[config.mk]
export PLATFORM = sky130hd
export DESIGN_NAME = spim_buffered
export DESIGN_NICKNAME = d
export VERILOG_FILES = /design/src/rtl/spim_pkg.sv /design/src/rtl/spim_engine.sv /design/src/rtl/spim_regs.sv /design/src/rtl/spim_buffered.sv
export SDC_FILE = /design/constraint.sdc
export NUM_CORES = 1
export LEC_CHECK = 0
export BUFFER_PORTS_ARGS = -buffer_cell sky130_fd_sc_hd__buf_2
export CORE_AREA = 2 2 83 85
export CTS_CLUSTER_SIZE = 12
export DETAILED_ROUTE_END_ITERATION = 10
export DIE_AREA = 0 0 85 87
export GPL_ROUTABILITY_DRIVEN = 0
export SLEW_MARGIN = 20
export SYNTH_ARGS = -nofsm -noshare
export SYNTH_HDL_FRONTEND = slang
export SYNTH_SLANG_ARGS = --single-unit
[constraint.sdc]
create_clock -name clk -period 3.3 [get_ports clk]
set_clock_uncertainty 0.15 [all_clocks]
set_input_delay 0.66 -clock clk [delete_from_list [all_inputs] [get_ports clk]]
set_output_delay 0.66 -clock clk [all_outputs]
set_load 0.05 [all_outputs]
[src/rtl/spim_pkg.sv]
package spim_pkg;
    localparam logic [1:0] ADR_TX = 2'd0;
    localparam logic [1:0] ADR_RX = 2'd1;
    localparam logic [1:0] ADR_CS = 2'd2;

    localparam int unsigned ST_TXE  = 0;
    localparam int unsigned ST_RXF  = 1;
    localparam int unsigned ST_OVR  = 2;
    localparam int unsigned ST_DONE = 3;

    typedef struct packed {
        logic irq_on_done;
        logic lsb_first;
        logic cpha;
        logic cpol;
    } spim_cfg_t;
endpackage

[src/rtl/spim_engine.sv]
module spim_engine
    import spim_pkg::*;
#(
    parameter int unsigned DW = 8
) (
    input  logic          clk,
    input  logic          rst_n,
    input  logic          bit_en,
    input  spim_cfg_t     cfg,
    input  logic          start,
    input  logic [DW-1:0] tx_byte,
    input  logic          miso,
    output logic          busy,
    output logic          done_pulse,
    output logic [DW-1:0] rx_byte,
    output logic          sclk,
    output logic          mosi
);
    localparam int unsigned EDGES = 2 * DW;
    localparam int unsigned CW    = $clog2(EDGES + 2);
    localparam logic [CW-1:0] LAST0 = CW'(EDGES);
    localparam logic [CW-1:0] LAST1 = CW'(EDGES + 1);
    localparam logic [CW-1:0] FIRST_SHIFT1 = CW'(3);

    typedef struct packed {
        logic          busy;
        logic [CW-1:0] cnt;
        logic [DW-1:0] txsh;
        logic [DW-1:0] rxsh;
        logic          stage;
    } eng_t;

    function automatic logic [DW-1:0] flip(input logic [DW-1:0] v);
        logic [DW-1:0] r;
        for (int i = 0; i < DW; i++) r[i] = v[DW-1-i];
        return r;
    endfunction

    eng_t          q, d;
    logic [CW-1:0] k;
    logic          smp, shf, last;

    always_comb begin
        d          = q;
        done_pulse = 1'b0;
        k          = q.cnt + 1'b1;
        smp        = 1'b0;
        shf        = 1'b0;
        last       = 1'b0;
        if (!q.busy) begin
            if (start) begin
                d.busy  = 1'b1;
                d.cnt   = '0;
                d.txsh  = cfg.lsb_first ? flip(tx_byte) : tx_byte;
                d.stage = 1'b0;
            end
        end else if (bit_en) begin
            d.cnt = k;
            if (cfg.cpha) begin
                smp  = !k[0] && (k <= LAST0);
                shf  = k[0] && (k >= FIRST_SHIFT1);
                last = (k == LAST1);
            end else begin
                smp  = k[0];
                shf  = !k[0];
                last = (k == LAST0);
            end
            if (shf) begin
                d.rxsh = {q.rxsh[DW-2:0], q.stage};
                d.txsh = {q.txsh[DW-2:0], 1'b0};
            end
            if (smp) d.stage = miso;
            if (last) begin
                d.busy     = 1'b0;
                done_pulse = 1'b1;
            end
        end
    end

    always_ff @(posedge clk or negedge rst_n) begin
        if (!rst_n) q <= '0;
        else        q <= d;
    end

    assign rx_byte = cfg.lsb_first ? flip(d.rxsh) : d.rxsh;
    assign busy    = q.busy;
    assign sclk    = cfg.cpol ^ (q.busy & q.cnt[0]);
    assign mosi    = q.txsh[DW-1];
endmodule

[src/rtl/spim_regs.sv]
module spim_regs
    import spim_pkg::*;
#(
    parameter int unsigned DW = 8
) (
    input  logic          clk,
    input  logic          rst_n,
    input  logic [1:0]    bus_addr,
    input  logic          bus_wr,
    input  logic          bus_rd,
    input  logic [DW-1:0] bus_wdata,
    input  logic          busy,
    input  logic          done_pulse,
    input  logic [DW-1:0] rx_byte,
    output spim_cfg_t     cfg,
    output logic          start,
    output logic [DW-1:0] tx_byte,
    output logic [DW-1:0] rx_buf,
    output logic [DW-1:0] status,
    output logic          irq
);
    typedef struct packed {
        spim_cfg_t     cfg;
        logic [DW-1:0] tx_buf;
        logic          tx_valid;
        logic [DW-1:0] rx_buf;
        logic          rx_full;
        logic          ovr;
        logic          done;
    } reg_t;

    reg_t q, d;
    logic wr_tx, wr_cs, rd_rx, rd_cs;

    always_comb begin
        d     = q;
        wr_tx = bus_wr && (bus_addr == ADR_TX);
        wr_cs = bus_wr && (bus_addr == ADR_CS);
        rd_rx = bus_rd && (bus_addr == ADR_RX);
        rd_cs = bus_rd && (bus_addr == ADR_CS);
        start = q.tx_valid && !busy;

        if (start) d.tx_valid = 1'b0;
        if (wr_tx) begin
            d.tx_buf   = bus_wdata;
            d.tx_valid = 1'b1;
        end
        if (wr_cs) d.cfg = spim_cfg_t'(bus_wdata[3:0]);
        if (rd_rx) d.rx_full = 1'b0;
        if (rd_cs) begin
            d.done = 1'b0;
            d.ovr  = 1'b0;
        end
        if (done_pulse) begin
            d.rx_buf  = rx_byte;
            d.rx_full = 1'b1;
            d.done    = 1'b1;
            if (q.rx_full && !rd_rx) d.ovr = 1'b1;
        end
    end

    always_ff @(posedge clk or negedge rst_n) begin
        if (!rst_n) q <= '0;
        else        q <= d;
    end

    always_comb begin
        status          = '0;
        status[ST_TXE]  = !q.tx_valid;
        status[ST_RXF]  = q.rx_full;
        status[ST_OVR]  = q.ovr;
        status[ST_DONE] = q.done;
    end

    assign cfg     = q.cfg;
    assign tx_byte = q.tx_buf;
    assign rx_buf  = q.rx_buf;
    assign irq     = q.cfg.irq_on_done ? q.done : !q.tx_valid;
endmodule

[src/rtl/spim_buffered.sv]
module spim_buffered
    import spim_pkg::*;
#(
    parameter int unsigned DW = 8
) (
    input  logic          clk,
    input  logic          rst_n,
    input  logic          bit_en,
    input  logic [1:0]    bus_addr,
    input  logic          bus_wr,
    input  logic          bus_rd,
    input  logic [DW-1:0] bus_wdata,
    output logic [DW-1:0] bus_rdata,
    output logic          sclk,
    output logic          mosi,
    input  logic          miso,
    output logic          irq
);
    spim_cfg_t     cfg;
    logic          start, busy, done_pulse;
    logic [DW-1:0] tx_byte, rx_byte, rx_buf, status;

    spim_regs #(.DW(DW)) u_regs (
        .clk       (clk),
        .rst_n     (rst_n),
        .bus_addr  (bus_addr),
        .bus_wr    (bus_wr),
        .bus_rd    (bus_rd),
        .bus_wdata (bus_wdata),
        .busy      (busy),
        .done_pulse(done_pulse),
        .rx_byte   (rx_byte),
        .cfg       (cfg),
        .start     (start),
        .tx_byte   (tx_byte),
        .rx_buf    (rx_buf),
        .status    (status),
        .irq       (irq)
    );

    spim_engine #(.DW(DW)) u_eng (
        .clk       (clk),
        .rst_n     (rst_n),
        .bit_en    (bit_en),
        .cfg       (cfg),
        .start     (start),
        .tx_byte   (tx_byte),
        .miso      (miso),
        .busy      (busy),
        .done_pulse(done_pulse),
        .rx_byte   (rx_byte),
        .sclk      (sclk),
        .mosi      (mosi)
    );

    always_comb begin
        case (bus_addr)
            ADR_RX:  bus_rdata = rx_buf;
            ADR_CS:  bus_rdata = status;
            default: bus_rdata = '0;
        endcase
    end
endmodule

==> tab_implementation.tex <==
\begin{tabular}{lr}
\hline
Metric & Value \\
\hline
\multicolumn{2}{l}{\textbf{Synthesis}} \\
\quad Flops \& latches, synth & 47 \\
\quad Most common flop cell mapped by yosys & dfrtp\_1 \\
\quad Number of nets in the synthesized netlist & 243 \\
\quad Post-Syn Area & 0.002541 sq mm \\
\quad Number of synthesized flops with an enable pin & 0 \\
\quad Distinct cell type count of the synthesized netlist & 42 \\
\quad Post-synth top area share & 46.28\% \\
\quad Xor-xnor portion of the synthesized cell area & 1.379\% \\
\quad Mux cell area share after synthesis & 20.88\% \\
\quad Sequential share of the synthesized area & 46.28\% \\
\quad Cell count after synthesis & 220 \\
\quad Largest family of logic cells by synthesized area & multiplexers \\
\quad Synth Area per Inst & 11.55 sq um \\
\quad Leading cell types by total area after synthesis & dfrtp\_1, mux2\_2, mux4\_2 \\
\quad Compound-gate portion of the synthesized area & 13.44\% \\
\quad Yosys Warn Count & 0 \\
\quad Post-synth top area cell & dfrtp\_1 \\
\quad Synthesized-area fraction occupied by adder cells & 3.447\% \\
\quad Share of synthesized registers carrying an async set or reset & 100.0\% \\
\quad Share of synthesized cell area in and, or, nand and nor gates & 11.77\% \\
\multicolumn{2}{l}{\textbf{Floorplan}} \\
\quad Chip width & 85 microns \\
\quad Height of the chip & 87 microns \\
\quad Full die area & 0.007395 sq mm \\
\quad Standard-cell rows & 30 \\
\quad Core outline area & 0.006569 sq mm \\
\quad \# IOs & 27 \\
\quad Starting utilization of the core area & 38.69\% \\
\multicolumn{2}{l}{\textbf{Critical path}} \\
\quad Count of cells along the worst register-to-register path & 7 \\
\quad Data arrival time of the worst path & 2.94 ns \\
\quad Cell-by-cell listing of the critical path & inv\_1, ha\_1, nor4b\_1, mux2\_2, a21oi\_4, mux4\_2, mux2\_2 \\
\quad Req. time, crit path & 3.34 ns \\
\quad Setup Crit Path Kind & reg -> reg \\
\quad Worst-path fanout max & 12 \\
\quad Most frequent cell on the critical path & mux2\_2 \\
\quad Category of the worst setup path launch point & flop \\
\quad Buf/Inv on CP & 1 \\
\quad Delay of the slowest critical-path stage & 0.56 ns \\
\quad CP top delay family & multiplexers \\
\quad Path length in cells of the critical path & 7 \\
\quad Critical-path top delay cell & dfrtp\_1 \\
\quad CP Capture Type & flop \\
\multicolumn{2}{l}{\textbf{Place}} \\
\quad DP Worst Slack & 0.4315 ns \\
\quad Total instance count after detailed placement & 319 \\
\quad Number of buffer cells added on primary ports & 26 \\
\quad Estimated wirelength of the detail-placed design & 3.604 mm \\
\multicolumn{2}{l}{\textbf{Clock tree}} \\
\quad Maximum level of the CTS H-tree & 2 \\
\quad TritonCTS Buffers & 5 \\
\quad Clock Sinks & 47 \\
\quad Clock transition at the registers of the reported paths & 0.10 ns \\
\quad Number of buffers added for setup after CTS & 0 \\
\quad Number of buffers on the longest clock path & 2 \\
\quad Clock tree from TritonCTS & yes \\
\quad Resized cells post-CTS & 0 \\
\quad Buffer cell driving the clock tree root & clkbuf\_8 \\
\quad Clk\_lat worst skew & 0.31 ns \\
\quad Post-cts hold buffer count & 0 \\
\multicolumn{2}{l}{\textbf{GRT}} \\
\quad Met1 track demand over resource in global routing & 20.93\% \\
\quad Peak-usage layer in the global routing report & met2 \\
\quad GR Layer Usage met3 & 2.938\% \\
\quad Maximum number of pins on one net before global-route repair & 48 \\
\quad Overall global routing resource usage & 15.28\% \\
\quad Via count of the first global-routing pass & 1806 \\
\quad Overflow left after global routing & 0 \\
\quad Wire length of the first global-routing pass & 8.928 mm \\
\quad Met2 capacity usage during global routing & 24.43\% \\
\quad Antenna violations before repair & 0 \\
\multicolumn{2}{l}{\textbf{Detailed routing}} \\
\quad Vias/cell & 5.471 \\
\quad Via count & 1789 \\
\quad Number of iterations in the first detailed-routing pass & 4 \\
\quad DRC violations left & 0 \\
\quad Antenna-violating nets left & 0 \\
\quad Iteration-0 DRC Markers & 89 \\
\quad Routed wire length per instance & 15.65 microns \\
\quad Routed Wire Length & 5.117 mm \\
\multicolumn{2}{l}{\textbf{Final layout}} \\
\quad Finished Layout Cells & 327 \\
\quad Fraction of layout cells with a size suffix above 1 & 25.91\% \\
\quad Synth-to-layout area growth & 12.70\% \\
\quad Final net count & 269 \\
\quad Diode count & 0 \\
\multicolumn{2}{l}{\textbf{STA}} \\
\quad Number of slew-limit violations in the final report & 0 \\
\quad Remaining max-slew budget at the tightest pin & 36.84\% \\
\quad RSZ-0062 raised after global routing & false \\
\quad Time the worst path needs with I/O delays and setup & 2.894 ns \\
\quad Minimum hold slack & 0.1890 ns \\
\quad Number of hold violations in the final report & 0 \\
\quad Final setup vio count & 0 \\
\quad Post-route fraction of the period consumed by the critical path & 87.71\% \\
\quad F\_max & 345.5 MHz \\
\quad Final worst slack & 0.4056 ns \\
\quad Slew at the pin closest to its max-slew limit & 0.9474 ns \\
\quad Total negative slack & 0 ns \\
\multicolumn{2}{l}{\textbf{Outcome}} \\
\quad Outcome & complete, no violations \\
\multicolumn{2}{l}{\textbf{Power}} \\
\quad Cell-internal power & 1.378 mW \\
\quad Net switching power & 0.8021 mW \\
\quad Power, Total & 2.180 mW \\
\quad Portion of total power attributed to combinational logic & 34.9\% \\
\quad Static leakage & 1.348 nW \\
\quad Switching part of the total & 36.79\% \\
\quad Power density cells & 761.3 mW/mm\^{}2 \\
\quad Worst vdd rail ir drop & 0.3334 mV \\
\quad Share of power burned in the clock network & 19.8\% \\
\quad Power share of the sequential group & 45.3\% \\
\multicolumn{2}{l}{\textbf{Hold path}} \\
\quad Worst min path class & in -> async \\
\multicolumn{2}{l}{\textbf{Run}} \\
\quad Max-cap violation count & 0 \\
\hline
\end{tabular}
-- layout make-up --
class | instances | area, sq um
fill | 640 | 3705
multi-input combinational | 156 | 1294
sequential | 47 | 1176
timing repair buffer | 29 | 155.1
tap | 80 | 100.1
clock buffer | 5 | 68.82
clock inverter | 3 | 43.79
inverter | 7 | 26.28
-- logic make-up after synthesis --
family	count (synthesis)
and+or+nand+nor	61
DFF	47
AOI/OAI and AO/OA	42
muxes	42
buffers and inverters	17
adders and majority gates	7
xor gates and xnor gates	4
-- stage by stage --
stage / util [%] / cell area (sq um)
final: 43.60 / 2864
after global routing: 43.60 / 2864
after CTS: 43.56 / 2861
after detailed placement: 41.85 / 2749
after global placement: 41.85 / 2749
after floorplan: - / 2541
-- path summary, 6_finish.rpt --
kind | from | to | slack, ns
worst max-delay path | u_eng.q[17]$_DFFE_PN0P_ | u_regs.rx_buf[2]$_DFFE_PN0P_ | 0.41
worst min register to register | u_regs.rx_buf[3]$_DFFE_PN0P_ | u_regs.rx_buf[3]$_DFFE_PN0P_ | 0.34
max in group asynchronous | rst_n | u_regs.rx_buf[1]$_DFFE_PN0P_ | 2.38
min in group clk | u_regs.rx_buf[3]$_DFFE_PN0P_ | u_regs.rx_buf[3]$_DFFE_PN0P_ | 0.34
worst min-delay path | rst_n | u_regs.tx_byte[4]$_DFFE_PN0P_ | 0.19
worst max register to register | u_eng.q[17]$_DFFE_PN0P_ | u_regs.rx_buf[2]$_DFFE_PN0P_ | 0.41
-- state kept, by name, indices dropped and copies added (netlist names) --
signal,count
u_eng.q,21
u_regs.rx_buf,8
u_regs.tx_byte,8
u_regs.cfg,4
u_regs.status,3
u_eng.busy,1
u_eng.mosi,1
u_regs.q,1
-- synthesized netlist by cell type, types with 2 or more instances --
master	count
mux2_2	19
mux4_2	6
a22oi_1	4
a31oi_1	3
o221ai_1	4
mux2i_1	8
dfrtp_1	47
nand2b_1	3
nor2b_1	6
nand3_1	3
o21a_1	2
nor3_1	2
a21o_1	4
nand2_1	24
buf_2	3
inv_1	7
nor2_1	11
clkbuf_1	5
and3_1	4
o21ai_0	7
xor2_1	3
a221o_1	9
mux2_1	9
ha_1	7
and2_1	3
-- power groups by stage --
stage / logic, mW / clock network, mW / registers [mW]
2_1_floorplan: 0.647 / 0 / 0.912
3_3_place_gp: 0.747 / 0 / 0.984
3_5_place_dp: 0.770 / 0 / 0.995
4_1_cts: 0.771 / 0.447 / 0.986
5_1_grt: 0.851 / 0.472 / 1.02
6_report: 0.761 / 0.433 / 0.987
-- routing by layer --
metal	vias up	share of wire [%]	wire [microns]
met4	0	0.82	42
met1	887	50	2559
met5	-	0	0
met2	35	46	2364
met3	4	2.9	150
li1	863	-	-
-- cell usage in the layout (no fill, tap or decap), types with 3 or more instances in the layout --
master | synthesis | layout
dfrtp_1 | 47 | 47
buf_2 | 3 | 25
nand2_1 | 24 | 24
mux2_2 | 19 | 19
nor2_1 | 11 | 11
mux2_1 | 9 | 9
a221o_1 | 9 | 9
mux2i_1 | 8 | 8
inv_1 | 7 | 7
o21ai_0 | 7 | 7
ha_1 | 7 | 7
nor2b_1 | 6 | 6
mux4_2 | 6 | 6
clkbuf_8 | 0 | 5
and3_1 | 4 | 4
a22oi_1 | 4 | 4
a21o_1 | 4 | 4
o221ai_1 | 4 | 4
buf_4 | 1 | 4
nand3_1 | 3 | 3
and2_1 | 3 | 3
xor2_1 | 3 | 3
nand2b_1 | 3 | 3
a31oi_1 | 3 | 3
Note: power is estimated with default switching activity, not from simulation.
